## config.mk

```make
export PLATFORM = sky130hd
export DESIGN_NAME = bic_sequencer
export DESIGN_NICKNAME = d
export VERILOG_FILES = /design/src/rtl/bic_pkg.sv /design/src/rtl/bic_ctrl.sv /design/src/rtl/bic_datapath.sv /design/src/rtl/bic_sequencer.sv
export SDC_FILE = /design/constraint.sdc
export NUM_CORES = 1
export LEC_CHECK = 0
export BUFFER_PORTS_ARGS = -buffer_cell sky130_fd_sc_hd__buf_4
export CORE_UTILIZATION = 50
export DETAILED_ROUTE_END_ITERATION = 8
export PLACE_DENSITY = 0.74
export SYNTH_ARGS = -nofsm -noshare
export SYNTH_HDL_FRONTEND = slang
export SYNTH_SLANG_ARGS = --single-unit
```

## constraint.sdc

```tcl
create_clock -name clk -period 6.32 [get_ports clk]
set_clock_uncertainty 0.1 [all_clocks]
set_input_delay 1.264 -clock clk [delete_from_list [all_inputs] [get_ports clk]]
set_output_delay 1.264 -clock clk [all_outputs]
set_load 0.005 [all_outputs]
```

## src/rtl/bic_pkg.sv

```systemverilog
package bic_pkg;

  parameter int IN_W     = 20;
  parameter int DQ_W     = 32;
  parameter int PAIR_OFS = 7;
  parameter int NUM_VEC  = 2 * IN_W + 2;
  parameter int VEC_W    = $clog2(NUM_VEC);

  typedef enum logic [2:0] {
    ST_IDLE, ST_SETUP, ST_ENTER, ST_DRIVE, ST_EXIT, ST_PAUSE, ST_DONE
  } seqState_t;

  // strobes from control to datapath
  typedef struct packed {
    logic clear;
    logic drive;
    logic sample;
  } seqStrobe_t;

  // stimulus word for a vector index: walking one, walking zero, zeros, ones
  function automatic logic [IN_W-1:0] stimFor(input logic [VEC_W-1:0] idx);
    int unsigned k;
    logic [IN_W-1:0] w;
    k = int'(idx);
    if (k < IN_W)            w = IN_W'(1) << k;
    else if (k < 2 * IN_W)   w = ~(IN_W'(1) << (k - IN_W));
    else if (k == 2 * IN_W)  w = '0;
    else                     w = '1;
    return w;
  endfunction

  // response a correctly wired device returns for a stimulus word
  function automatic logic [DQ_W-1:0] respFor(input logic [IN_W-1:0] s);
    logic [DQ_W-1:0] r;
    for (int j = 0; j < DQ_W; j++)
      r[j] = ~(s[j % IN_W] ^ s[(j + PAIR_OFS) % IN_W]);
    return r;
  endfunction

endpackage

```

## src/rtl/bic_ctrl.sv

```systemverilog
module bic_ctrl
  import bic_pkg::*;
#(
  parameter int DEV_CNT   = 2,
  parameter int WAIT_W    = 8,
  parameter int PAUSE_CYC = 20000,
  parameter int DEV_W     = 1
) (
  input  logic               clk,
  input  logic               rstN,
  input  logic               start,
  input  logic [WAIT_W-1:0]  accessWait,
  output logic [DEV_CNT-1:0] memCsN,
  output logic               memCke,
  output logic               memCasN,
  output logic               memClkEn,
  output logic               busy,
  output logic               done,
  output seqStrobe_t         strobe,
  output logic [DEV_W-1:0]   devIdx,
  output logic [VEC_W-1:0]   vecIdx
);

  localparam int PAUSE_W = $clog2(PAUSE_CYC + 1);

  seqState_t          state;
  logic [WAIT_W-1:0]  waitCnt;
  logic [WAIT_W-1:0]  waitLim;
  logic [PAUSE_W-1:0] pauseCnt;
  logic               devSel;
  logic               lastVec;
  logic               lastDev;

  assign lastVec = (vecIdx == VEC_W'(NUM_VEC - 1));
  assign lastDev = (devIdx == DEV_W'(DEV_CNT - 1));

  always_ff @(posedge clk or negedge rstN) begin
    if (!rstN) begin
      state    <= ST_IDLE;
      devIdx   <= '0;
      vecIdx   <= '0;
      waitCnt  <= '0;
      waitLim  <= '0;
      pauseCnt <= '0;
    end else begin
      case (state)
        ST_IDLE: if (start) begin
          state   <= ST_SETUP;
          devIdx  <= '0;
          waitLim <= accessWait;
        end
        ST_SETUP: state <= ST_ENTER;
        ST_ENTER: begin
          state   <= ST_DRIVE;
          vecIdx  <= '0;
          waitCnt <= '0;
        end
        ST_DRIVE: begin
          if (waitCnt == waitLim) begin
            waitCnt <= '0;
            if (lastVec) state <= ST_EXIT;
            else         vecIdx <= VEC_W'(vecIdx + 1'b1);
          end else begin
            waitCnt <= WAIT_W'(waitCnt + 1'b1);
          end
        end
        ST_EXIT: begin
          if (lastDev) begin
            state    <= ST_PAUSE;
            pauseCnt <= '0;
          end else begin
            state  <= ST_SETUP;
            devIdx <= DEV_W'(devIdx + 1'b1);
          end
        end
        ST_PAUSE: begin
          if (pauseCnt == PAUSE_W'(PAUSE_CYC - 1)) state <= ST_DONE;
          else pauseCnt <= PAUSE_W'(pauseCnt + 1'b1);
        end
        default: state <= ST_DONE;
      endcase
    end
  end

  assign devSel = (state == ST_SETUP) || (state == ST_ENTER) ||
                  (state == ST_DRIVE) || (state == ST_EXIT);

  for (genvar d = 0; d < DEV_CNT; d++) begin : g_cs
    assign memCsN[d] = !(devSel && (devIdx == DEV_W'(d)));
  end

  assign memCke   = !((state == ST_SETUP) || (state == ST_ENTER) || (state == ST_EXIT));
  assign memCasN  = !((state == ST_ENTER) || (state == ST_DRIVE));
  assign memClkEn = (state == ST_PAUSE) || (state == ST_DONE);
  assign done     = (state == ST_DONE);
  assign busy     = (state != ST_IDLE) && (state != ST_DONE);

  assign strobe.clear  = (state == ST_IDLE) && start;
  assign strobe.drive  = (state == ST_DRIVE);
  assign strobe.sample = (state == ST_DRIVE) && (waitCnt == waitLim);

  AST_ONE_SELECT: assert property (@(posedge clk) disable iff (!rstN)
    $countones(~memCsN) <= 1);
  AST_ENTRY_CKE_LOW: assert property (@(posedge clk) disable iff (!rstN)
    $fell(memCasN) |-> (!memCke && $stable(memCsN)));
  AST_EXIT_CKE_LOW: assert property (@(posedge clk) disable iff (!rstN)
    $rose(memCasN) |-> (!memCke && $stable(memCsN)));
  AST_CLK_DESELECTED: assert property (@(posedge clk) disable iff (!rstN)
    memClkEn |-> (&memCsN && memCke && memCasN));
  AST_DONE_HOLD: assert property (@(posedge clk) disable iff (!rstN)
    done |=> done);

endmodule

```

## src/rtl/bic_datapath.sv

```systemverilog
module bic_datapath
  import bic_pkg::*;
#(
  parameter int DEV_W = 1
) (
  input  logic             clk,
  input  logic             rstN,
  input  seqStrobe_t       strobe,
  input  logic [DEV_W-1:0] devIdx,
  input  logic [VEC_W-1:0] vecIdx,
  input  logic [DQ_W-1:0]  dqIn,
  output logic [IN_W-1:0]  testVec,
  output logic             failValid,
  output logic [DEV_W-1:0] failDev,
  output logic [VEC_W-1:0] failVec,
  output logic [DQ_W-1:0]  failMask,
  output logic             anyFail
);

  logic [IN_W-1:0] stimWord;
  logic [DQ_W-1:0] expWord;
  logic [DQ_W-1:0] diffWord;

  assign stimWord = stimFor(vecIdx);
  assign expWord  = respFor(stimWord);
  assign diffWord = dqIn ^ expWord;
  assign testVec  = strobe.drive ? stimWord : '0;

  always_ff @(posedge clk or negedge rstN) begin
    if (!rstN) begin
      failValid <= 1'b0;
      failDev   <= '0;
      failVec   <= '0;
      failMask  <= '0;
      anyFail   <= 1'b0;
    end else begin
      failValid <= 1'b0;
      if (strobe.clear) anyFail <= 1'b0;
      if (strobe.sample && (|diffWord)) begin
        failValid <= 1'b1;
        failDev   <= devIdx;
        failVec   <= vecIdx;
        failMask  <= diffWord;
        anyFail   <= 1'b1;
      end
    end
  end

  AST_REPORT_AFTER_SAMPLE: assert property (@(posedge clk) disable iff (!rstN)
    failValid |-> $past(strobe.sample));

endmodule

```

## src/rtl/bic_sequencer.sv

```systemverilog
module bic_sequencer
  import bic_pkg::*;
#(
  parameter int DEV_CNT   = 2,
  parameter int WAIT_W    = 8,
  parameter int PAUSE_CYC = 20000,
  localparam int DEV_W    = (DEV_CNT > 1) ? $clog2(DEV_CNT) : 1
) (
  input  logic               clk,
  input  logic               rstN,
  input  logic               start,
  input  logic [WAIT_W-1:0]  accessWait,
  input  logic [DQ_W-1:0]    dqIn,
  output logic [DEV_CNT-1:0] memCsN,
  output logic               memCke,
  output logic               memCasN,
  output logic [IN_W-1:0]    testVec,
  output logic               memClkEn,
  output logic               busy,
  output logic               done,
  output logic               pass,
  output logic               failValid,
  output logic [DEV_W-1:0]   failDev,
  output logic [VEC_W-1:0]   failVec,
  output logic [DQ_W-1:0]    failMask
);

  seqStrobe_t       strobe;
  logic [DEV_W-1:0] devIdx;
  logic [VEC_W-1:0] vecIdx;
  logic             anyFail;

  bic_ctrl #(
    .DEV_CNT(DEV_CNT), .WAIT_W(WAIT_W), .PAUSE_CYC(PAUSE_CYC), .DEV_W(DEV_W)
  ) u_ctrl (
    .clk(clk), .rstN(rstN), .start(start), .accessWait(accessWait),
    .memCsN(memCsN), .memCke(memCke), .memCasN(memCasN), .memClkEn(memClkEn),
    .busy(busy), .done(done), .strobe(strobe), .devIdx(devIdx), .vecIdx(vecIdx)
  );

  bic_datapath #(.DEV_W(DEV_W)) u_dp (
    .clk(clk), .rstN(rstN), .strobe(strobe), .devIdx(devIdx), .vecIdx(vecIdx),
    .dqIn(dqIn), .testVec(testVec), .failValid(failValid), .failDev(failDev),
    .failVec(failVec), .failMask(failMask), .anyFail(anyFail)
  );

  assign pass = done && !anyFail;

endmodule

```

# Word level (Yosys, flattened, before mapping)
# Cells that the tools add are included.
dict set report classes {
  add_sub_neg 5
  order_cmp 2
  n_eq_ne 18
  shifts 2
  n_mux 24
  n_bitwise 43
  reduce_logical 30
}
# cell count
set op_table {}
lappend op_table {{2-to-1 mux 20 bit} 4}
lappend op_table {{OR reduction 32 bit} 1}
lappend op_table {{left shift 1 x 32 -> 20 bit (first input constant)} 1}
lappend op_table {{XOR 32 bit} 1}
lappend op_table {{2-to-1 mux 15 bit} 2}
lappend op_table {{case mux 15 bit (2 select lines)} 1}
lappend op_table {{inverter 1 bit} 21}
lappend op_table {{inverter 20 bit} 1}
lappend op_table {{left shift 1 x 6 -> 20 bit (first input constant)} 1}
lappend op_table {{XOR 1 bit} 20}
lappend op_table {{case mux 3 bit (6 select lines)} 1}
lappend op_table {{case mux 8 bit (2 select lines)} 1}
lappend op_table {{adder 15 x 1 -> 15 bit (second input constant)} 1}
lappend op_table {{== test 15 bit (second input constant)} 1}
lappend op_table {{2-to-1 mux 3 bit} 5}
lappend op_table {{== test 6 bit (second input constant)} 2}
lappend op_table {{2-to-1 mux 6 bit} 2}
lappend op_table {{case mux 6 bit (2 select lines)} 1}
lappend op_table {{inequality test 2 bit (second input constant)} 5}
lappend op_table {{== test 3 bit (second input constant)} 3}
lappend op_table {{adder 8 x 1 -> 8 bit (second input constant)} 1}
lappend op_table {{== test 8 bit} 1}
lappend op_table {{2-to-1 mux 8 bit} 1}
lappend op_table {{nonzero test 2 bit} 4}
lappend op_table {{19 further kinds} 42}
dict set report totals {
  register_bits 82
  in_bits 43
  out_inout_bits 68
  wordCells 135
}

# Logic depth before layout (Yosys ltp)
# Gate-level depths: netlist (run 1).
dict set report logic_depth {
  word_depth 11
  ltp_mapped 14
  ltp_nobuf 11
}

# Cells and area by module
# A second synthesis (run 1) with hierarchy kept.
dict set report hier_totals {
  cells_unflattened 595
  hier_area_um2 5620.4
}
# mod n_inst cells_per_inst area_per_inst_um2 seq_area_each_um2
set modules_own_cells {}
lappend modules_own_cells {bic_datapath 1 353 3342.0 1026.0}
lappend modules_own_cells {bic_ctrl 1 241 2264.7 1026.0}
lappend modules_own_cells {bic_sequencer 1 1 13.8 0.0}

# Worst setup path before layout (run 1)
# No wires, ideal clock.
dict set report synth_timing {
  kind {reg-to-reg}
  startpoint {register u_ctrl.vecIdx[3]}
  endpoint {register u_dp.failMask[0]}
  setup_time_ns 0.125
  arrival_time_ns 3.777
  required_time_ns 6.095
  slack_ns 2.318
  stages_incl_launch_ff 14
  n_path_buf 2
  period_less_slack_ns 4.002
  cell_sequence {dfrtp_1 > buf_2 > inv_1 > ha_1 > nand2b_2 > a2111oi_2 > a22o_1 > xnor2_1 > xnor2_1 > or4_1 > nor4_2 > a41oi_2 > buf_6 > mux2_4}
}
dict set report synth_between {
  elab_chain_cells 10
}
# element line_no
set synth_lines {}
lappend synth_lines {{start: declaration} bic_ctrl.sv:21} ;# output logic [VEC_W-1:0] vecIdx
lappend synth_lines {{start signal: assignment} bic_ctrl.sv:62} ;# else vecIdx <= VEC_W'(vecIdx + 1'b1);
lappend synth_lines {{subtractor 6 x 5 -> 7 bit} bic_pkg.sv:26} ;# else if (k < 2 * IN_W) w = ~(IN_W'(1) << (k - IN_W));
lappend synth_lines {{left shift 1 x 32 -> 20 bit} bic_pkg.sv:26}
lappend synth_lines {{inverter 20 bit} bic_pkg.sv:26}
lappend synth_lines {{2-to-1 mux 20 bit} bic_pkg.sv:26}
lappend synth_lines {{2-to-1 mux 20 bit (*)} bic_pkg.sv:25} ;# if (k < IN_W) w = IN_W'(1) << k;
lappend synth_lines {{XOR 1 bit} bic_pkg.sv:36} ;# r[j] = ~(s[j % IN_W] ^ s[(j + PAIR_OFS) % IN_W]);
lappend synth_lines {{inverter 1 bit} bic_pkg.sv:36}
lappend synth_lines {{XOR 32 bit (*)} bic_datapath.sv:26} ;# assign diffWord = dqIn ^ expWord;
lappend synth_lines {{OR reduction 32 bit} bic_datapath.sv:39} ;# if (strobe.sample && (|diffWord)) begin
lappend synth_lines {{logical AND 1 bit} bic_datapath.sv:39}
lappend synth_lines {{end signal: assignment} bic_datapath.sv:43} ;# failMask <= diffWord;
lappend synth_lines {{end: declaration} bic_datapath.sv:16} ;# output logic [DQ_W-1:0] failMask,
# Mark *: on every way between the ends. The rest lies on a longest branch, timed or not.
# A chain may end at the register's enable or synchronous reset.

# Final worst setup path (run 1)
dict set report layout_timing {
  startpoint {register u_ctrl.vecIdx[2]}
  endpoint {register u_dp.failVec[4]}
}
dict set report layout_between {
  elab_chain_cells 10
}
# element line_no
set layout_lines {}
lappend layout_lines {{subtractor 6 x 5 -> 7 bit} bic_pkg.sv:26}
lappend layout_lines {{left shift 1 x 32 -> 20 bit} bic_pkg.sv:26}
lappend layout_lines {{inverter 20 bit} bic_pkg.sv:26}
lappend layout_lines {{2-to-1 mux 20 bit} bic_pkg.sv:26}
lappend layout_lines {{2-to-1 mux 20 bit (*)} bic_pkg.sv:25}
lappend layout_lines {{XOR 1 bit} bic_pkg.sv:36}
lappend layout_lines {{inverter 1 bit} bic_pkg.sv:36}
lappend layout_lines {{XOR 32 bit (*)} bic_datapath.sv:26}
lappend layout_lines {{OR reduction 32 bit (*)} bic_datapath.sv:39}
lappend layout_lines {{logical AND 1 bit (*)} bic_datapath.sv:39}
lappend layout_lines {{end signal: assignment} bic_datapath.sv:42} ;# failVec <= vecIdx;
lappend layout_lines {{end: declaration} bic_datapath.sv:15} ;# output logic [VEC_W-1:0] failVec,
# Marks and branches as above.

==> metrics.cfg, run 1 <==
[worst_hold_path]
min_path_cells=1
hold_path_end=u_dp.failMask[9]
hp-start=u_dp.failMask[9]
hp-class=reg -> reg

[status]
outcome=finished, final reports clean

[grt]
grt_start_max_net_pins=83
grt_pass1_vias=4412
antenna_found_initial=0
grt_pass1_wl_um=22200
globalRoute.totalOverflow=0
grt_usage=0.2465

[power]
p_total_uw=991.2
vdd.ir_drop.worst_mv=0.1041
p_leak_nw=3.064
powerDensity_nw_per_um2=151.1

[critical_path]
crit_top_cell=xnor2_1
reg2reg_from=u_ctrl.vecIdx[2]
path_delay_family=compound AO/OA/AOI/OAI gates
cp_cell_sequence=inv_2, ha_1, nand2b_2, a2111oi_2, a22o_1, xnor2_1, xnor2_1, or4_1, nor4_2, a41oi_4, buf_12, mux2_4
path_class=reg -> reg
required_ps=6470
rr_worst_depth=12
cp-start-kind=register
critPathMaxStageDelay_ps=800
worstPathMaxFanout=25
reg2reg_slack_ps=1230
rr_endpoint=u_dp.failVec[4]
cpMaxStageDelayCell=dfrtp_1
critPathBufInv=2
cp-end-kind=register
critPathArrivalTime_ps=5240

[yosys]
synth_edf_count=0
synth_xor_xnor_area_share=0.1210
postSynthAreaPerCell_um2=9.633
yosysWarnings=0
syn_nets=625
syn_inst=571
synth_compound_area_frac=0.1376
seq_area_frac_synth=0.3731
synth_top_area_share=0.3731
yosys-top-cells-count=82 x dfrtp_1, 53 x xnor2_1, 51 x nand2_1, 51 x nor2_1, 29 x mux2_4
synth_top_area_cell=dfrtp_1
yosys.area_share.simple=0.1913
synth_area_leaders=dfrtp_1 37%, xnor2_1 8.4%, mux2_4 7.9%
synthAdderAreaFrac=0.02502
synth.distinct_cells=75
ys_ff_latch=82
synth-main-ff-cell=dfrtp_1
yosysMostFrequentCell=dfrtp_1
synth_top_family_by_area=simple AND/OR/NAND/NOR gates
async_reset_ff_frac=1.000
synthMuxAreaShare=0.1103
syn_area_um2=5500

[cts]
cts_tree=built
htree_levels=3
root_buffer=clkbuf_8
clk_latency_ps=360
postCtsSetupBuffers=0
hold_buffers=0
cts_sinks=82
clkTransAtPathRegs_ps=90
cts_buffer_depth=2
cts_buffers=9
postCtsResizedCells=0

[sta]
setup_viol=0
rsz0062_at_grt=no
tns_ps=0
fin_crit_sh=0.8056
slew_viol_final=0
fmax_mhz=196.4
setup_slack_ps=1229
max_slew_margin=0.3199
max_slew.worst_pin.slew_ps=1020
fin_crit_ps=5091
hold_slack_ps=423.8
report.final.hold_viol_count=0

[place]
routabilityCongestion=1.002
dp_cells=794
placed_cell_area_um2=6385
port-buffer-count=110
dp_hpwl_um=10080
post-place-ws_ps=1283

[finish]
n_antenna_cell=0
design_area_um2=6561
final_nets=723
stdcell_count=809
syn2layout_area_growth_pct=19.29
drive_gt1_frac=0.2749
post-route-util=0.6244

[route]
routed_wl_um=13420
wl_per_cell_um=16.59
drtIter0Drc=213
ant_nets=0
firstDrtPassIters=5
avgViaCountPerCell=5.716
drc_errors=0
num_vias=4624

[die]
rows=37
die_x_um=106.9
die-area_um2=11420
start_util=0.5234
core-area_um2=10510
io_pins=111
die_h_um=106.9

[job]
cap_violations=0

[report_power, final]
group | total (mW) | switching [mW] | leakage [nW] | internal, mW
clock | 0.359 | 0.205 | 0.0891 | 0.154
combinational | 0.0911 | 0.0393 | 1.94 | 0.0518
sequential | 0.541 | 0.00660 | 1.03 | 0.535
[how the worst max path moves through the flow]
stage	start	endpoint	slack, ps	depth (start not counted)
3_3_place_gp	u_ctrl.vecIdx[2]	u_dp.failVec[4]	1430	12
4_1_cts	u_ctrl.vecIdx[2]	u_dp.failMask[8]	1270	12
2_1_floorplan	u_ctrl.vecIdx[3]	u_dp.failMask[0]	2320	13
3_5_place_dp	u_ctrl.vecIdx[2]	u_dp.failMask[6]	1280	12
5_1_grt	u_ctrl.vecIdx[2]	u_dp.failMask[6]	880	12
6_report	u_ctrl.vecIdx[2]	u_dp.failVec[4]	1230	12
[registers in the layout, summed over array words and instances (netlist names)]
name	count
u_dp.failValid	1
u_ctrl.devIdx	1
u_ctrl.state	3
u_ctrl.waitLim	8
u_ctrl.waitCnt	8
u_dp.failMask	32
u_dp.failDev	1
u_dp.anyFail	1
u_ctrl.vecIdx	6
u_ctrl.pauseCnt	15
u_dp.failVec	6
[final cells by class]
cell class	instances	area, um^2
Multi-Input combinational cell	442	3231
Timing Repair Buffer	111	845.8
Clock buffer	10	137.6
Tap cell	136	170.2
Clock inverter	5	38.79
Fill cell	871	3948
Inverter	23	86.33
Sequential cell	82	2052
[cell usage in the layout, fill, tap and decap left out, types with 3 or more instances in the layout]
cell type	count
buf_4	110
nor3_1	12
o22ai_1	14
clkbuf_8	10
and2_1	4
o31ai_1	3
nor3b_1	5
nand3_1	17
and3_1	8
or3_1	5
a22o_1	3
mux2_4	29
xnor2_1	53
inv_1	20
or2_2	5
mux2_2	9
o211ai_1	4
nor2_1	51
mux2i_1	7
dfrtp_1	82
nand2b_1	10
o21ai_0	24
nor2b_1	14
a22oi_1	7
ha_1	11
xor2_1	23
a21oi_1	18
nand2_1	51
nand4_1	9
[cells by family after synthesis]
group / after synthesis
mux: 45
xor+xnor: 76
fa+ha+maj: 11
simple gates: 205
flops: 82
buf+inv: 47
compound gates: 105
[routing by layer]
layer / wire length, um / track usage / part of all wire / vias up
met5: 0 / 0 / 0 / -
met2: 6654 / 0.4267 / 0.50 / 165
li1: - / - / - / 2195
met1: 5779 / 0.3193 / 0.43 / 2247
met3: 799 / 0.03708 / 0.060 / 17
met4: 188 / 0.07045 / 0.014 / 0
Power figures use the tool's default switching activity.
==> run 2, diff against run 1 <==
Settings changed: PLACE_DENSITY 0.74 to 0.77.
Clock period 6.32 ns to 4.2 ns, I/O delays scaled along.
==> run 2 against run 1 <==
Critical path depth decreased by 2. Register-to-register slack worse by 1100 ps. Clock power up 48%. Global-route usage grew 0.25 points. Cell area is 2.6% higher. Hold slack worse by 3.7 ps. Sequential power up 50%. Highest routed layer unchanged.
==> metrics.cfg, run 2 (same netlist as run 1, synthesis figures left out) <==
[die]
io_pins=111  ; unchanged
rows=37  ; unchanged
die_h_um=106.9  ; unchanged
die-area_um2=11420  ; unchanged
die_x_um=106.9  ; unchanged
start_util=0.5234  ; unchanged
core-area_um2=10510  ; unchanged

[route]
routed_wl_um=13810  ; +2.9%
num_vias=4688  ; +1.4%
drc_errors=0  ; unchanged
firstDrtPassIters=5  ; unchanged
wl_per_cell_um=16.58  ; about the same
ant_nets=0  ; unchanged
avgViaCountPerCell=5.628  ; -1.5%
drtIter0Drc=307  ; +44%

[critical_path]
required_ps=4350  ; -2120 ps
cp-end-kind=register
path_class=reg -> reg
critPathMaxStageDelay_ps=680  ; -120 ps
cp-start-kind=register
rr_worst_depth=10  ; -2
cp_cell_sequence=o21ai_1, o32ai_1, a22oi_1, xor2_1, nor3b_1, o22ai_1, nor4_2, a41oi_4, buf_12, mux2_4
worstPathMaxFanout=34  ; +36%
critPathArrivalTime_ps=4190  ; -1050 ps
cpMaxStageDelayCell=dfrtp_1

[grt]
grt_usage=0.2490  ; +0.002471
grt_pass1_wl_um=22110  ; -0.41%
grt_pass1_vias=4448  ; +0.82%
globalRoute.totalOverflow=0  ; unchanged
grt_start_max_net_pins=64  ; -23%
antenna_found_initial=0  ; unchanged

[sta]
fmax_mhz=247.4  ; +26%
slew_viol_final=0  ; unchanged
max_slew_margin=0.4521  ; +0.1322
max_slew.worst_pin.slew_ps=818.9  ; -201.3 ps
setup_viol=0  ; unchanged
tns_ps=0  ; unchanged
report.final.hold_viol_count=0  ; unchanged
fin_crit_ps=4041  ; -1050 ps
fin_crit_sh=0.9622  ; +0.1566
rsz0062_at_grt=no
hold_slack_ps=420.1  ; -3.657 ps

[finish]
largest-register=u_dp.failMask
syn2layout_area_growth_pct=22.34
post-route-util=0.6403  ; +0.01595
n_antenna_cell=0  ; unchanged
largestRegisters=u_dp.failMask: 32 flops, u_ctrl.pauseCnt: 15 flops
final_cell_mix=133 x buf_4, 82 x dfrtp_1, 53 x xnor2_1
largest_reg_flops=32  ; unchanged
final_nets=746  ; +3.2%
final_common_cell=buf_4
design_area_um2=6729  ; +2.6%
drive_gt1_frac=0.2970  ; +0.02210

[cts]
root_buffer=clkbuf_8
cts_sinks=82  ; unchanged
clkTransAtPathRegs_ps=80  ; about the same
cts_buffer_depth=2  ; unchanged
postCtsResizedCells=0  ; unchanged
hold_buffers=0  ; unchanged
clk_latency_ps=360  ; about the same
cts_tree=built
postCtsSetupBuffers=0  ; unchanged
cts_buffers=9  ; unchanged
htree_levels=3  ; unchanged

[worst_hold_path]
hp-class=reg -> reg
min_path_cells=1  ; unchanged

[place]
routabilityCongestion=0.8539  ; -15%
dp_hpwl_um=10530  ; +4.5%
placed_cell_area_um2=6558  ; +2.7%
port-buffer-count=110  ; unchanged

[job]
cap_violations=0  ; unchanged

[power]
p_total_mw=1.482  ; +50%
p_leak_nw=3.166  ; +3.3%
powerDensity_nw_per_um2=220.3  ; +46%
vdd.ir_drop.worst_mv=0.1815  ; +74%

[status]
outcome=finished, final reports clean

## run 2: cell count changes in the layout (fill, tap and decap cells not counted)
cell,before,now
inv_6,2,0
clkbuf_1,0,2
inv_8,0,1
clkbuf_8,10,9
clkinvlp_4,1,2
buf_4,110,133
## run 2: where the power goes
part	switching, mW	internal (mW)
logic	0.0598	0.0786
registers	0.00971	0.804
clock network	0.311	0.219
total	0.380	1.10
## run 2: metal layers
layer / global-route usage / vias to the layer above / wire [um]
li1: - / 2256 / -
met1: 0.3189 / 2261 / 6094
met2: 0.4332 / 158 / 6828
met3: 0.03222 / 13 / 695
met4: 0.08317 / 0 / 195
met5: 0 / - / 0
## run 2: per-stage QoR
stage | setup WS, ps | cells
2_1_floorplan | 197.5 | 571
3_3_place_gp | 333.3 | 817
3_5_place_dp | 253.1 | 817
4_1_cts | 230.5 | 833
5_1_grt | 1.067 | 833
6_report | 158.7 | 833
## run 2: cell type report
class,instances,area [um^2]
clock inverters,5,40.04
inverters,23,86.33
multi-input cells,442,3231
fillers,851,3780
flip-flops and latches,82,2052
repair buffers,134,1018
clock buffers,11,131.4
well taps,136,170.2
## run 2: path summary, 6_finish.rpt
kind,start,endpoint,slack (ps)
max,u_ctrl.vecIdx[4],u_dp.failMask[5],160
min,u_dp.failVec[4],u_dp.failVec[4],420
max reg2reg,u_ctrl.vecIdx[4],u_dp.failMask[5],160
min reg2reg,u_dp.failVec[4],u_dp.failVec[4],420
max in group asynchronous,rstN,u_ctrl.waitCnt[3],2740
min in group asynchronous,rstN,u_dp.failMask[9],450
## run 2: worst max-delay path, delay by kind of cell, from the launching register on
kind                      cells  cell delay, ps
buffers and inverters         1             230
DFF                           1             680
AOI/OAI and AO/OA             5            1550
xor gates and xnor gates      1             440
muxes                         1             310
and+or+nand+nor               2             600
